<file path="src/rtl/dcc_pkg.sv">
package dcc_pkg;
  localparam int DW = 32;
  localparam int RAW = 5;

  typedef enum logic [2:0] {
    ST_IDLE,
    ST_FETCH,
    ST_READ,
    ST_WRITE,
    ST_NEXT
  } eng_st_t;

  // settings word fields
  localparam int TI_IRQ_EN   = 0;
  localparam int TI_DST_INC  = 4;
  localparam int TI_DST_PACE = 6;
  localparam int TI_SRC_INC  = 8;
  localparam int TI_SRC_PACE = 10;
  localparam int TI_SEL_LO   = 16;
  localparam int TI_SEL_HI   = 20;

  // status word fields
  localparam int CS_RUN    = 0;
  localparam int CS_INT    = 2;
  localparam int CS_PAUSED = 4;
  localparam int CS_HELD   = 5;
  localparam int CS_ERR    = 8;
  localparam int CS_ABORT  = 30;
  localparam int CS_RESET  = 31;

  localparam logic [RAW-1:0] RA_CS  = 5'h00;
  localparam logic [RAW-1:0] RA_CB  = 5'h04;
  localparam logic [RAW-1:0] RA_TI  = 5'h08;
  localparam logic [RAW-1:0] RA_SRC = 5'h0C;
  localparam logic [RAW-1:0] RA_DST = 5'h10;
  localparam logic [RAW-1:0] RA_LEN = 5'h14;
  localparam logic [RAW-1:0] RA_NXT = 5'h1C;

  localparam int CB_WORDS = 8;
  localparam int CBI_W = $clog2(CB_WORDS);

  function automatic logic [DW-1:0] step_addr(input logic [DW-1:0] a, input logic inc);
    return inc ? a + DW'(4) : a;
  endfunction

  function automatic logic [DW-1:0] cb_word_addr(input logic [DW-1:0] base,
                                                 input logic [CBI_W-1:0] idx);
    return base + DW'({idx, 2'b00});
  endfunction

  function automatic logic last_elem(input logic [DW-1:0] left);
    return left <= DW'(4);
  endfunction
endpackage

</file>
<file path="src/rtl/dcc_engine.sv">
module dcc_engine
  import dcc_pkg::*;
#(
  parameter int DREQ_N = 32
) (
  input  logic              clk,
  input  logic              rst_n,
  input  logic              soft_rst,
  input  logic              run,
  input  logic              abort_req,
  input  logic              cb_wr,
  input  logic [DW-1:0]     cb_wdata,
  input  logic              nx_wr,
  input  logic [DW-1:0]     nx_wdata,
  input  logic [DREQ_N-1:0] dreq,
  output logic              mem_req,
  output logic              mem_we,
  output logic [DW-1:0]     mem_addr,
  output logic [DW-1:0]     mem_wdata,
  input  logic [DW-1:0]     mem_rdata,
  input  logic              mem_ack,
  output logic [DW-1:0]     cb_addr_o,
  output logic [DW-1:0]     ti_o,
  output logic [DW-1:0]     src_o,
  output logic [DW-1:0]     dst_o,
  output logic [DW-1:0]     len_o,
  output logic [DW-1:0]     nxt_o,
  output logic              held,
  output logic              blk_irq,
  output logic              chain_end,
  output logic              len_err
);
  eng_st_t          st_q;
  logic [CBI_W-1:0] fidx_q;
  logic             busy_q, abort_pend_q;
  logic [DW-1:0]    cb_q, ti_q, src_q, dst_q, len_q, nxt_q, data_q;

  logic [31:0] dreq_pad;
  logic        dreq_hit, pace_wait, in_xfer, can_issue, acc_done;
  logic        fetch_last, write_last, zero_blk, blk_fin, aborting;

  assign dreq_pad   = 32'(dreq);
  assign dreq_hit   = dreq_pad[ti_q[TI_SEL_HI:TI_SEL_LO]];
  assign pace_wait  = ((st_q == ST_READ)  && ti_q[TI_SRC_PACE] && !dreq_hit) ||
                      ((st_q == ST_WRITE) && ti_q[TI_DST_PACE] && !dreq_hit);
  assign in_xfer    = (st_q == ST_FETCH) || (st_q == ST_READ) || (st_q == ST_WRITE);
  assign can_issue  = in_xfer && run && !abort_pend_q && !pace_wait && !busy_q;
  assign mem_req    = busy_q || can_issue;
  assign acc_done   = mem_req && mem_ack;
  assign held       = pace_wait && run && !busy_q;
  assign aborting   = abort_pend_q && in_xfer && !busy_q;

  assign fetch_last = (st_q == ST_FETCH) && acc_done && (fidx_q == CBI_W'(CB_WORDS - 1));
  assign len_err    = fetch_last && (len_q[1:0] != 2'b00);
  assign zero_blk   = fetch_last && (len_q == '0);
  assign write_last = (st_q == ST_WRITE) && acc_done && last_elem(len_q);
  assign blk_fin    = zero_blk || write_last;
  assign blk_irq    = blk_fin && ti_q[TI_IRQ_EN];
  assign chain_end  = (st_q == ST_NEXT) && (nxt_q == '0);

  assign mem_we    = (st_q == ST_WRITE);
  assign mem_wdata = data_q;
  always_comb begin
    case (st_q)
      ST_READ:  mem_addr = src_q;
      ST_WRITE: mem_addr = dst_q;
      default:  mem_addr = cb_word_addr(cb_q, fidx_q);
    endcase
  end

  assign cb_addr_o = cb_q;
  assign ti_o      = ti_q;
  assign src_o     = src_q;
  assign dst_o     = dst_q;
  assign len_o     = len_q;
  assign nxt_o     = nxt_q;

  always_ff @(posedge clk or negedge rst_n) begin
    if (!rst_n) begin
      st_q <= ST_IDLE; fidx_q <= '0; busy_q <= 1'b0; abort_pend_q <= 1'b0;
      cb_q <= '0; ti_q <= '0; src_q <= '0; dst_q <= '0; len_q <= '0;
      nxt_q <= '0; data_q <= '0;
    end else if (soft_rst) begin
      st_q <= ST_IDLE; fidx_q <= '0; busy_q <= 1'b0; abort_pend_q <= 1'b0;
    end else begin
      busy_q <= mem_req && !mem_ack;
      if (abort_req && st_q != ST_IDLE) abort_pend_q <= 1'b1;
      if (cb_wr && st_q == ST_IDLE) cb_q <= cb_wdata;
      if (nx_wr) nxt_q <= nx_wdata;
      case (st_q)
        ST_IDLE: begin
          abort_pend_q <= 1'b0;
          if (run) begin
            st_q   <= ST_FETCH;
            fidx_q <= '0;
          end
        end
        ST_FETCH: begin
          if (aborting) begin
            st_q <= ST_NEXT;
            abort_pend_q <= 1'b0;
          end else if (acc_done) begin
            case (fidx_q)
              CBI_W'(0): ti_q  <= mem_rdata;
              CBI_W'(1): src_q <= mem_rdata;
              CBI_W'(2): dst_q <= mem_rdata;
              CBI_W'(3): len_q <= mem_rdata;
              CBI_W'(5): nxt_q <= mem_rdata;
              default: ;
            endcase
            fidx_q <= fidx_q + CBI_W'(1);
            if (fetch_last) begin
              if (len_err)       st_q <= ST_IDLE;
              else if (zero_blk) st_q <= ST_NEXT;
              else               st_q <= ST_READ;
            end
          end
        end
        ST_READ: begin
          if (aborting) begin
            st_q <= ST_NEXT;
            abort_pend_q <= 1'b0;
          end else if (acc_done) begin
            data_q <= mem_rdata;
            src_q  <= step_addr(src_q, ti_q[TI_SRC_INC]);
            st_q   <= ST_WRITE;
          end
        end
        ST_WRITE: begin
          if (aborting) begin
            st_q <= ST_NEXT;
            abort_pend_q <= 1'b0;
          end else if (acc_done) begin
            dst_q <= step_addr(dst_q, ti_q[TI_DST_INC]);
            if (write_last) begin
              len_q <= '0;
              st_q  <= ST_NEXT;
            end else begin
              len_q <= len_q - DW'(4);
              st_q  <= ST_READ;
            end
          end
        end
        ST_NEXT: begin
          abort_pend_q <= 1'b0;
          if (nxt_q != '0) begin
            cb_q   <= nxt_q;
            fidx_q <= '0;
            st_q   <= ST_FETCH;
          end else begin
            st_q <= ST_IDLE;
          end
        end
        default: st_q <= ST_IDLE;
      endcase
    end
  end


  req_hold_chk: assert property (@(posedge clk) disable iff (!rst_n)
    busy_q |-> ($stable(mem_addr) && $stable(mem_we)));


  pace_block_chk: assert property (@(posedge clk) disable iff (!rst_n)
    held |-> !mem_req);


  pause_quiet_chk: assert property (@(posedge clk) disable iff (!rst_n)
    (!run && !busy_q) |-> !mem_req);


  err_halt_chk: assert property (@(posedge clk) disable iff (!rst_n)
    (len_err && !soft_rst) |=> (st_q == ST_IDLE));
endmodule

</file>
<file path="src/rtl/dcc_csr.sv">
module dcc_csr
  import dcc_pkg::*;
(
  input  logic          clk,
  input  logic          rst_n,
  input  logic          cs_wr,
  input  logic [DW-1:0] wdata,
  input  logic          blk_irq,
  input  logic          chain_end,
  input  logic          len_err,
  output logic          run_q,
  output logic          int_q,
  output logic          err_q,
  output logic          soft_rst,
  output logic          abort_req
);
  assign soft_rst  = cs_wr && wdata[CS_RESET];
  assign abort_req = cs_wr && !wdata[CS_RESET] && wdata[CS_ABORT] && wdata[CS_RUN];

  always_ff @(posedge clk or negedge rst_n) begin
    if (!rst_n) begin
      run_q <= 1'b0; int_q <= 1'b0; err_q <= 1'b0;
    end else if (soft_rst) begin
      run_q <= 1'b0; int_q <= 1'b0; err_q <= 1'b0;
    end else begin
      if (cs_wr) run_q <= wdata[CS_RUN];
      if (chain_end || len_err) run_q <= 1'b0;
      if (cs_wr && wdata[CS_INT]) int_q <= 1'b0;
      if (blk_irq) int_q <= 1'b1;
      if (len_err) err_q <= 1'b1;
    end
  end


  int_set_chk: assert property (@(posedge clk) disable iff (!rst_n)
    (blk_irq && !soft_rst) |=> int_q);


  rst_clear_chk: assert property (@(posedge clk) disable iff (!rst_n)
    soft_rst |=> (!run_q && !int_q && !err_q));


  chain_stop_chk: assert property (@(posedge clk) disable iff (!rst_n)
    (chain_end && !soft_rst) |=> !run_q);
endmodule

</file>
<file path="src/rtl/dcc_top.sv">
module dcc_top
  import dcc_pkg::*;
#(
  parameter int DREQ_N = 32
) (
  input  logic              clk,
  input  logic              rst_n,
  input  logic              reg_wr,
  input  logic [RAW-1:0]    reg_addr,
  input  logic [DW-1:0]     reg_wdata,
  output logic [DW-1:0]     reg_rdata,
  output logic              mem_req,
  output logic              mem_we,
  output logic [DW-1:0]     mem_addr,
  output logic [DW-1:0]     mem_wdata,
  input  logic [DW-1:0]     mem_rdata,
  input  logic              mem_ack,
  input  logic [DREQ_N-1:0] dreq,
  output logic              irq
);
  logic cs_wr, cb_wr, nx_wr;
  logic run_q, int_q, err_q, soft_rst, abort_req;
  logic held, blk_irq, chain_end, len_err;
  logic [DW-1:0] cb_addr, ti, src, dst, len, nxt, cs_word;

  assign cs_wr = reg_wr && (reg_addr == RA_CS);
  assign cb_wr = reg_wr && (reg_addr == RA_CB);
  assign nx_wr = reg_wr && (reg_addr == RA_NXT);

  dcc_csr u_csr (
    .clk, .rst_n, .cs_wr, .wdata(reg_wdata), .blk_irq, .chain_end, .len_err,
    .run_q, .int_q, .err_q, .soft_rst, .abort_req
  );

  dcc_engine #(.DREQ_N(DREQ_N)) u_eng (
    .clk, .rst_n, .soft_rst, .run(run_q), .abort_req,
    .cb_wr, .cb_wdata(reg_wdata), .nx_wr, .nx_wdata(reg_wdata), .dreq,
    .mem_req, .mem_we, .mem_addr, .mem_wdata, .mem_rdata, .mem_ack,
    .cb_addr_o(cb_addr), .ti_o(ti), .src_o(src), .dst_o(dst), .len_o(len), .nxt_o(nxt),
    .held, .blk_irq, .chain_end, .len_err
  );

  always_comb begin
    cs_word            = '0;
    cs_word[CS_RUN]    = run_q;
    cs_word[CS_INT]    = int_q;
    cs_word[CS_PAUSED] = !run_q;
    cs_word[CS_HELD]   = held;
    cs_word[CS_ERR]    = err_q;
  end

  always_comb begin
    case (reg_addr)
      RA_CS:   reg_rdata = cs_word;
      RA_CB:   reg_rdata = cb_addr;
      RA_TI:   reg_rdata = ti;
      RA_SRC:  reg_rdata = src;
      RA_DST:  reg_rdata = dst;
      RA_LEN:  reg_rdata = len;
      RA_NXT:  reg_rdata = nxt;
      default: reg_rdata = '0;
    endcase
  end

  assign irq = int_q;
endmodule

</file>
<file path="config.mk">
export PLATFORM = sky130hd
export DESIGN_NAME = dcc_top
export DESIGN_NICKNAME = d
export VERILOG_FILES = /design/src/rtl/dcc_pkg.sv /design/src/rtl/dcc_engine.sv /design/src/rtl/dcc_csr.sv /design/src/rtl/dcc_top.sv
export SDC_FILE = /design/constraint.sdc
export NUM_CORES = 1
export LEC_CHECK = 0
export BUFFER_PORTS_ARGS = -buffer_cell sky130_fd_sc_hd__buf_2
export CAP_MARGIN = 10
export CORE_ASPECT_RATIO = 1.2
export CORE_MARGIN = 2
export CORE_UTILIZATION = 45
export CTS_BUF_LIST = sky130_fd_sc_hd__clkbuf_4 sky130_fd_sc_hd__clkbuf_8
export DETAILED_ROUTE_END_ITERATION = 16
export PLACE_DENSITY = 0.72
export SYNTH_ARGS = -nofsm -noshare
export SYNTH_HDL_FRONTEND = slang
export SYNTH_SLANG_ARGS = --single-unit
</file>
<file path="constraint.sdc">
create_clock -name clk -period 8.65 [get_ports clk]
set_clock_uncertainty 0.1 [all_clocks]
set_input_delay 1.2975 -clock clk [delete_from_list [all_inputs] [get_ports clk]]
set_output_delay 1.2975 -clock clk [all_outputs]
set_load 0.005 [all_outputs]
</file>
==> results of run 1 <==
==> report_power, final <==
group	internal, mW	total (mW)	switching (mW)
logic	0.563	1.35	0.783
registers	1.37	1.74	0.376
clock network	0.621	1.10	0.479
==> registers in the layout, indices dropped and copies added, names as in the netlist <==
register	flops
u_csr.err_q	1
u_eng.fidx_q	3
u_eng.src_o	32
u_eng.abort_pend_q	1
u_csr.int_q	1
u_eng.ti_o	32
u_eng.cb_addr_o	32
u_eng.mem_wdata	32
u_eng.busy_q	1
u_eng.len_o	32
u_eng.dst_o	32
u_eng.nxt_o	32
u_csr.run_q	1
u_eng.st_q	3
==> worst max-delay path, stage by stage, from the launching register on <==
cell	delay, ps
dfrtp_1	450
nand4_1	210
nor4_1	710
nand3_1	340
or3_1	500
nor3_1	340
xnor2_1	110
a21oi_1	270
buf_2	170
==> final cells by class <==
cell class / instances / share of cell area, %
multi-input combinational: 1234 / 47.8
sequential: 235 / 35.7
timing repair buffer: 231 / 7.50
clock buffer: 58 / 4.61
tap: 401 / 3.04
inverter: 37 / 0.842
clock inverter: 8 / 0.546
==> per-layer routing <==
layer  vias up  share of wire, %  GRT usage, %
met5         -             0.024             0
met4         2               4.4          13.9
met3       145                12          7.07
met2      1022                43          46.3
met1      7184                41          45.2
li1       6450                 -             -
==> cells by family after synthesis <==
kind of cell             share of synthesized area [%]
buffers and inverters                             4.66
AND/OR/NAND/NOR                                   17.2
adder cells (fa/ha/maj)                           1.36
XOR/XNOR                                          1.59
multiplexers                                      7.90
flip-flops                                        40.9
AO/OA/AOI/OAI                                     26.3
==> per-stage QoR <==
step / utilization, % / hold slack, ps / instances / worst slack, ps
4_1_cts: 52.6 / 400 / 2204 / 3670
6_report: 52.6 / 398 / 2204 / 3590
3_3_place_gp: 49.9 / 382 / 2138 / 3680
5_1_grt: 52.6 / 418 / 2204 / 3540
3_5_place_dp: 49.9 / 386 / 2138 / 3590
2_1_floorplan: - / 365 / 1634 / 4770
==> cells in the final DEF (no fill, tap or decap), types with 24 or more instances in the layout <==
master	Yosys	final
o21ai_0	68	68
mux2i_1	26	26
nand3_1	75	75
nand2_1	109	107
o22ai_1	97	97
buf_4	2	28
o21ai_1	24	24
inv_1	37	36
nor2_1	160	157
clkbuf_8	0	52
dfrtp_1	235	235
nand4_1	27	27
buf_2	22	202
a22oi_1	115	115
nor3_1	32	31
mux2_2	65	65
a21oi_1	160	158
==> final timing paths <==
path / start / end / slack [ps] / cells past startpoint
setup reg to reg: u_eng.st_q[1] / u_eng.mem_wdata[0] / 4610 / 7
min in group asynchronous: rst_n / u_eng.nxt_o[27] / 640 / 1
max in group asynchronous: rst_n / u_eng.mem_wdata[13] / 6320 / 2
hold / removal: u_eng.mem_wdata[13] / u_eng.mem_wdata[13] / 400 / 1
hold reg to reg: u_eng.mem_wdata[13] / u_eng.mem_wdata[13] / 400 / 1
setup / recovery: u_eng.cb_addr_o[9] / mem_addr[31] / 3590 / 8
==> flow_metrics.env, run 1 <==
export IMPL_synth_edff_count=0
export IMPL_grt_pass1_vias=13800
export IMPL_post_dp_cell_area_um2=15600
export IMPL_grt_pass1_wl_um=82000
export IMPL_netlist_instances=1634
export IMPL_num_vias=14800
export IMPL_core_area_um2=31400
export IMPL_viasPerCell=6.72
export IMPL_ys_async_sr_fraction_pct=100
export IMPL_antennaDiodeCount=0
export IMPL_power_density_nw_per_um2=254
export IMPL_fillers=2878
export IMPL_dieArea_um2=33400
export IMPL_slew_headroom_pct=22.3
export IMPL_antenna_found_initial=1
export IMPL_max_freq_ghz=0.198
export IMPL_synth_avg_cell_area_um2=8.79
export IMPL_crit_type="register to output port"
export IMPL_yosysSeqAreaShare_pct=40.9
export IMPL_setup_violations=0
export IMPL_wl_um=54200
export IMPL_drt_pass1_iterations=6
export IMPL_placementRows=71
export IMPL_drtAntennaViolNets=0
export IMPL_total_power_mw=4.19
export IMPL_cts_resized=0
export IMPL_postCtsSetupBuffers=0
export IMPL_arrival_ps=3660
export IMPL_fp_dieH_um=200
export IMPL_yosysWarnings=0
export IMPL_fp_dieW_um=167
export IMPL_io_pins=204
export IMPL_final_cell_area_um2=16500
export IMPL_area_delta_synth_final_pct=14.8
export IMPL_synth_seq_cells=235
export IMPL_cap_viol_max_count=0
export IMPL_rsz0062_at_grt="false"
export IMPL_drc_errors=0
export IMPL_synth_cell_type_count=76
export IMPL_fin_nets=1899
export IMPL_cts_tree="built"
export IMPL_ctsHoldBuffers=0
export IMPL_start_util_pct=45.8
export IMPL_clockRootBuffer="clkbuf_8"
export IMPL_slew_viol_final=0
export IMPL_cp_max_fo=7
export IMPL_end_kind="output port"
export IMPL_clkTransAtPathRegs_ps=60
export IMPL_yosysTopAreaCell="dfrtp_1"
export IMPL_clkLatencyLatePin_ps=580
export IMPL_p_leak_nw=7.18
export IMPL_seq_area_um2=5880
export IMPL_peakVddDrop_mv=0.168
export IMPL_routedWlPerCell_um=24.6
export IMPL_status="complete, no violations"
export IMPL_syn_nets=1754
export IMPL_grt_max_degree=101
export IMPL_synth_area_leaders="dfrtp_1 (41%), a22oi_1 (6.0%), a21oi_1 (5.6%)"
export IMPL_hold_violations=0
export IMPL_hpwl_um=38900
export IMPL_yosys_cell_count_top_type="dfrtp_1"
export IMPL_gp_routability_congestion=0.937
export IMPL_yosysTopAreaCellShare_pct=40.9
export IMPL_cts_buffers=40
export IMPL_fin_setup_tns_ps=0
export IMPL_worst_pin_slew_ps=1170
export IMPL_multi_input_area_um2=7880
export IMPL_synthTopCellsByCount="dfrtp_1 (235), a21oi_1 (160), nor2_1 (160), a22oi_1 (115), nand2_1 (109)"
export IMPL_finalCritPeriodShare_pct=58.5
export IMPL_cts_buffer_depth=3
export IMPL_grt_use_total_pct=31.7
export IMPL_numPortBuffers=203
export IMPL_synth_ff_type="dfrtp_1"
export IMPL_cts_sinks=235
export IMPL_start_kind="register"
export IMPL_drive_above_1_share_pct=22.1
export IMPL_min_period_ps=5060
export IMPL_critPathRequiredTime_ps=7250
export IMPL_htree_levels=2
export IMPL_drtIter0Drc=1809
export IMPL_synth_area_um2=14400
export IMPL_overflow=0
export IMPL_holdCritPathClass="register to register"
No activity file was read; power rests on OpenSTA's default activity.
==> inputs of run 2 (changes only) <==
ABC_AREA = 1   (was unset)
clock period = 4.75 ns   (was 8.65 ns; I/O delays follow)
==> flow_metrics.env, run 2 <==
export IMPL_status="finished, violations left"
export IMPL_violations="hold timing"
export IMPL_ys_async_sr_fraction_pct=100
export IMPL_postCtsSetupBuffers=0
export IMPL_yosysTopAreaCell="dfrtp_1"
export IMPL_setup_violations=0
export IMPL_fin_nets=2516
export IMPL_drive_above_1_share_pct=14.8
export IMPL_synth_edff_count=0
export IMPL_rr_startpoint="u_eng.ti_o[16]"
export IMPL_final_cell_mix="nand2_1 (556), o21ai_0 (314), inv_1 (272)"
export IMPL_htree_levels=2
export IMPL_switchingPower_mw=5.10
export IMPL_p_leak_nw=8.67
export IMPL_fp_dieH_um=208
export IMPL_clockRootBuffer="clkbuf_8"
export IMPL_p_clk_share_pct=19.8
export IMPL_peakVddDrop_mv=0.304
export IMPL_reg2reg_depth=18
export IMPL_worst_pin_slew_ps=1330
export IMPL_drtAntennaViolNets=0
export IMPL_area_delta_synth_final_pct=14.7
export IMPL_routedWlPerCell_um=22.0
export IMPL_synth_ff_type="dfrtp_1"
export IMPL_seqPwrFrac_pct=34.7
export IMPL_p_sw_share_pct=47.2
export IMPL_wl_um=63400
export IMPL_start_kind="register"
export IMPL_synth_seq_cells=235
export IMPL_antennaDiodeCount=0
export IMPL_yosysSeqAreaShare_pct=37.5
export IMPL_rr_endpoint="u_eng.nxt_o[3]"
export IMPL_power_density_nw_per_um2=602
export IMPL_netlist_instances=2233
export IMPL_grt_pass1_vias=16300
export IMPL_grt_pass1_wl_um=96100
export IMPL_syn_nets=2353
export IMPL_end_kind="output port"
export IMPL_synth_cell_type_count=50
export IMPL_yosys_cell_count_top_type="nand2_1"
export IMPL_antenna_found_initial=0
export IMPL_layout_commonest_cell="nand2_1"
export IMPL_drc_errors=0
export IMPL_drtIter0Drc=2112
export IMPL_cts_sinks=235
export IMPL_overflow=0
export IMPL_cts_buffers=43
export IMPL_core_area_um2=34200
export IMPL_finalCritPeriodShare_pct=93.1
export IMPL_fillers=3390
export IMPL_min_period_ps=4420
export IMPL_clkTransAtPathRegs_ps=60
export IMPL_rsz0062_at_grt="false"
export IMPL_synth_avg_cell_area_um2=7.02
export IMPL_cp_max_fo=6
export IMPL_cts_tree="built"
export IMPL_max_freq_ghz=0.226
export IMPL_num_vias=17500
export IMPL_cts_buffer_depth=3
export IMPL_yosysWarnings=0
export IMPL_grt_max_degree=83
export IMPL_hold_violations=8
export IMPL_crit_type="register to output port"
export IMPL_numPortBuffers=203
export IMPL_gp_routability_congestion=1.01
export IMPL_cap_viol_max_count=0
export IMPL_viasPerCell=6.06
export IMPL_power_frac_comb_pct=45.5
export IMPL_synth_area_um2=15700
export IMPL_whs_ps=-12.3
export IMPL_regToRegSetupSlack_ps=910
export IMPL_hpwl_um=46200
export IMPL_clkLatencyLatePin_ps=600
export IMPL_io_pins=204
export IMPL_arrival_ps=3610
export IMPL_utilization_pct=52.6
export IMPL_slew_viol_final=0
export IMPL_drt_pass1_iterations=6
export IMPL_yosysTopAreaCellShare_pct=37.5
export IMPL_slew_headroom_pct=11.6
export IMPL_critPathRequiredTime_ps=3940
export IMPL_p_int_mw=5.71
export IMPL_dieArea_um2=36300
export IMPL_synthTopCellsByCount="nand2_1 (557), o21ai_0 (314), inv_1 (273), dfrtp_1 (235), nand3_1 (109)"
export IMPL_start_util_pct=45.9
export IMPL_fp_dieW_um=174
export IMPL_placementRows=74
export IMPL_synth_area_leaders="dfrtp_1 (38%), nand2_1 (13%), o21ai_0 (10%)"
export IMPL_grt_use_total_pct=34.2
export IMPL_holdCritPathClass="primary input to async pin"
export IMPL_fin_setup_tns_ps=0
[run 2: routing by layer]
layer  GRT usage, %  part of all wire (%)  vias up
li1               -                     -     7909
met1           44.8                    40     8319
met2           52.9                    44     1008
met3           6.69                   9.8      228
met4           19.2                   6.1        0
met5              0                     0        -
[run 2: cells by family after synthesis]
group / synth area share, %
xor gates and xnor gates: 2.18
adders and majority gates: 1.25
buffers and inverters: 10.4
DFF: 37.5
and+or+nand+nor: 24.5
AOI/OAI and AO/OA: 24.2
[run 2: final cells by class]
class / instances / area, um^2 / area share, %
inverters: 286 / 1080 / 5.99
multi-input cells: 1595 / 8210 / 45.7
clock inverters: 8 / 65.1 / 0.362
clock buffers: 67 / 866 / 4.82
repair buffers: 235 / 1300 / 7.25
flip-flops and latches: 235 / 5880 / 32.7
well taps: 456 / 571 / 3.17
[run 2: what timing repair did]
item | 4_1_cts | 5_1_grt
hold buffers | 0 | 0
resized for setup | 0 | 1
setup endpoints to repair | 0 | 2
[run 2: worst max path at each step]
stage | startpoint | to | cells after the start
5_1_grt | u_eng.fidx_q[2] | mem_addr[31] | 15
2_1_floorplan | u_eng.fidx_q[0] | mem_addr[18] | 14
3_3_place_gp | u_eng.fidx_q[2] | mem_addr[31] | 16
6_report | u_eng.fidx_q[2] | mem_addr[31] | 16
3_5_place_dp | u_eng.fidx_q[2] | mem_addr[31] | 16
4_1_cts | u_eng.fidx_q[2] | mem_addr[31] | 16
[run 2: worst max-delay path, stage by stage, from the launching register on]
cell,delay [ps]
dfrtp_1,450
ha_1,350
nand3_1,80
nand3_1,200
nand2_1,150
nor2_1,200
nand2_1,110
nor2_1,150
nand4_1,220
nor3_2,240
nand2_1,150
nor2_1,230
nand2_1,80
nand2_1,60
nand3_1,60
o211ai_1,120
buf_2,160
[run 2: through the flow]
step                power (mW)  setup slack, ps  instances  hold WS (ps)  cell area (um^2)
finish                    10.8              329       2882         -12.3             18000
global route              11.5             29.3       2882          47.0             18000
CTS                       10.7              270       2882          26.1             18000
detailed placement        8.54              906       2807           369             17000
global placement          8.42              956       2807           363             17000
floorplan                 6.62             1660       2233           317             15700
[run 2: power groups by stage]
stage               Clock [mW]  Sequential (mW)  Combinational [mW]
floorplan                    0             3.41                3.21
global placement             0             3.70                4.72
detailed placement           0             3.73                4.81
CTS                       2.16             3.70                4.83
global route              2.23             3.84                5.43
finish                    2.14             3.75                4.92
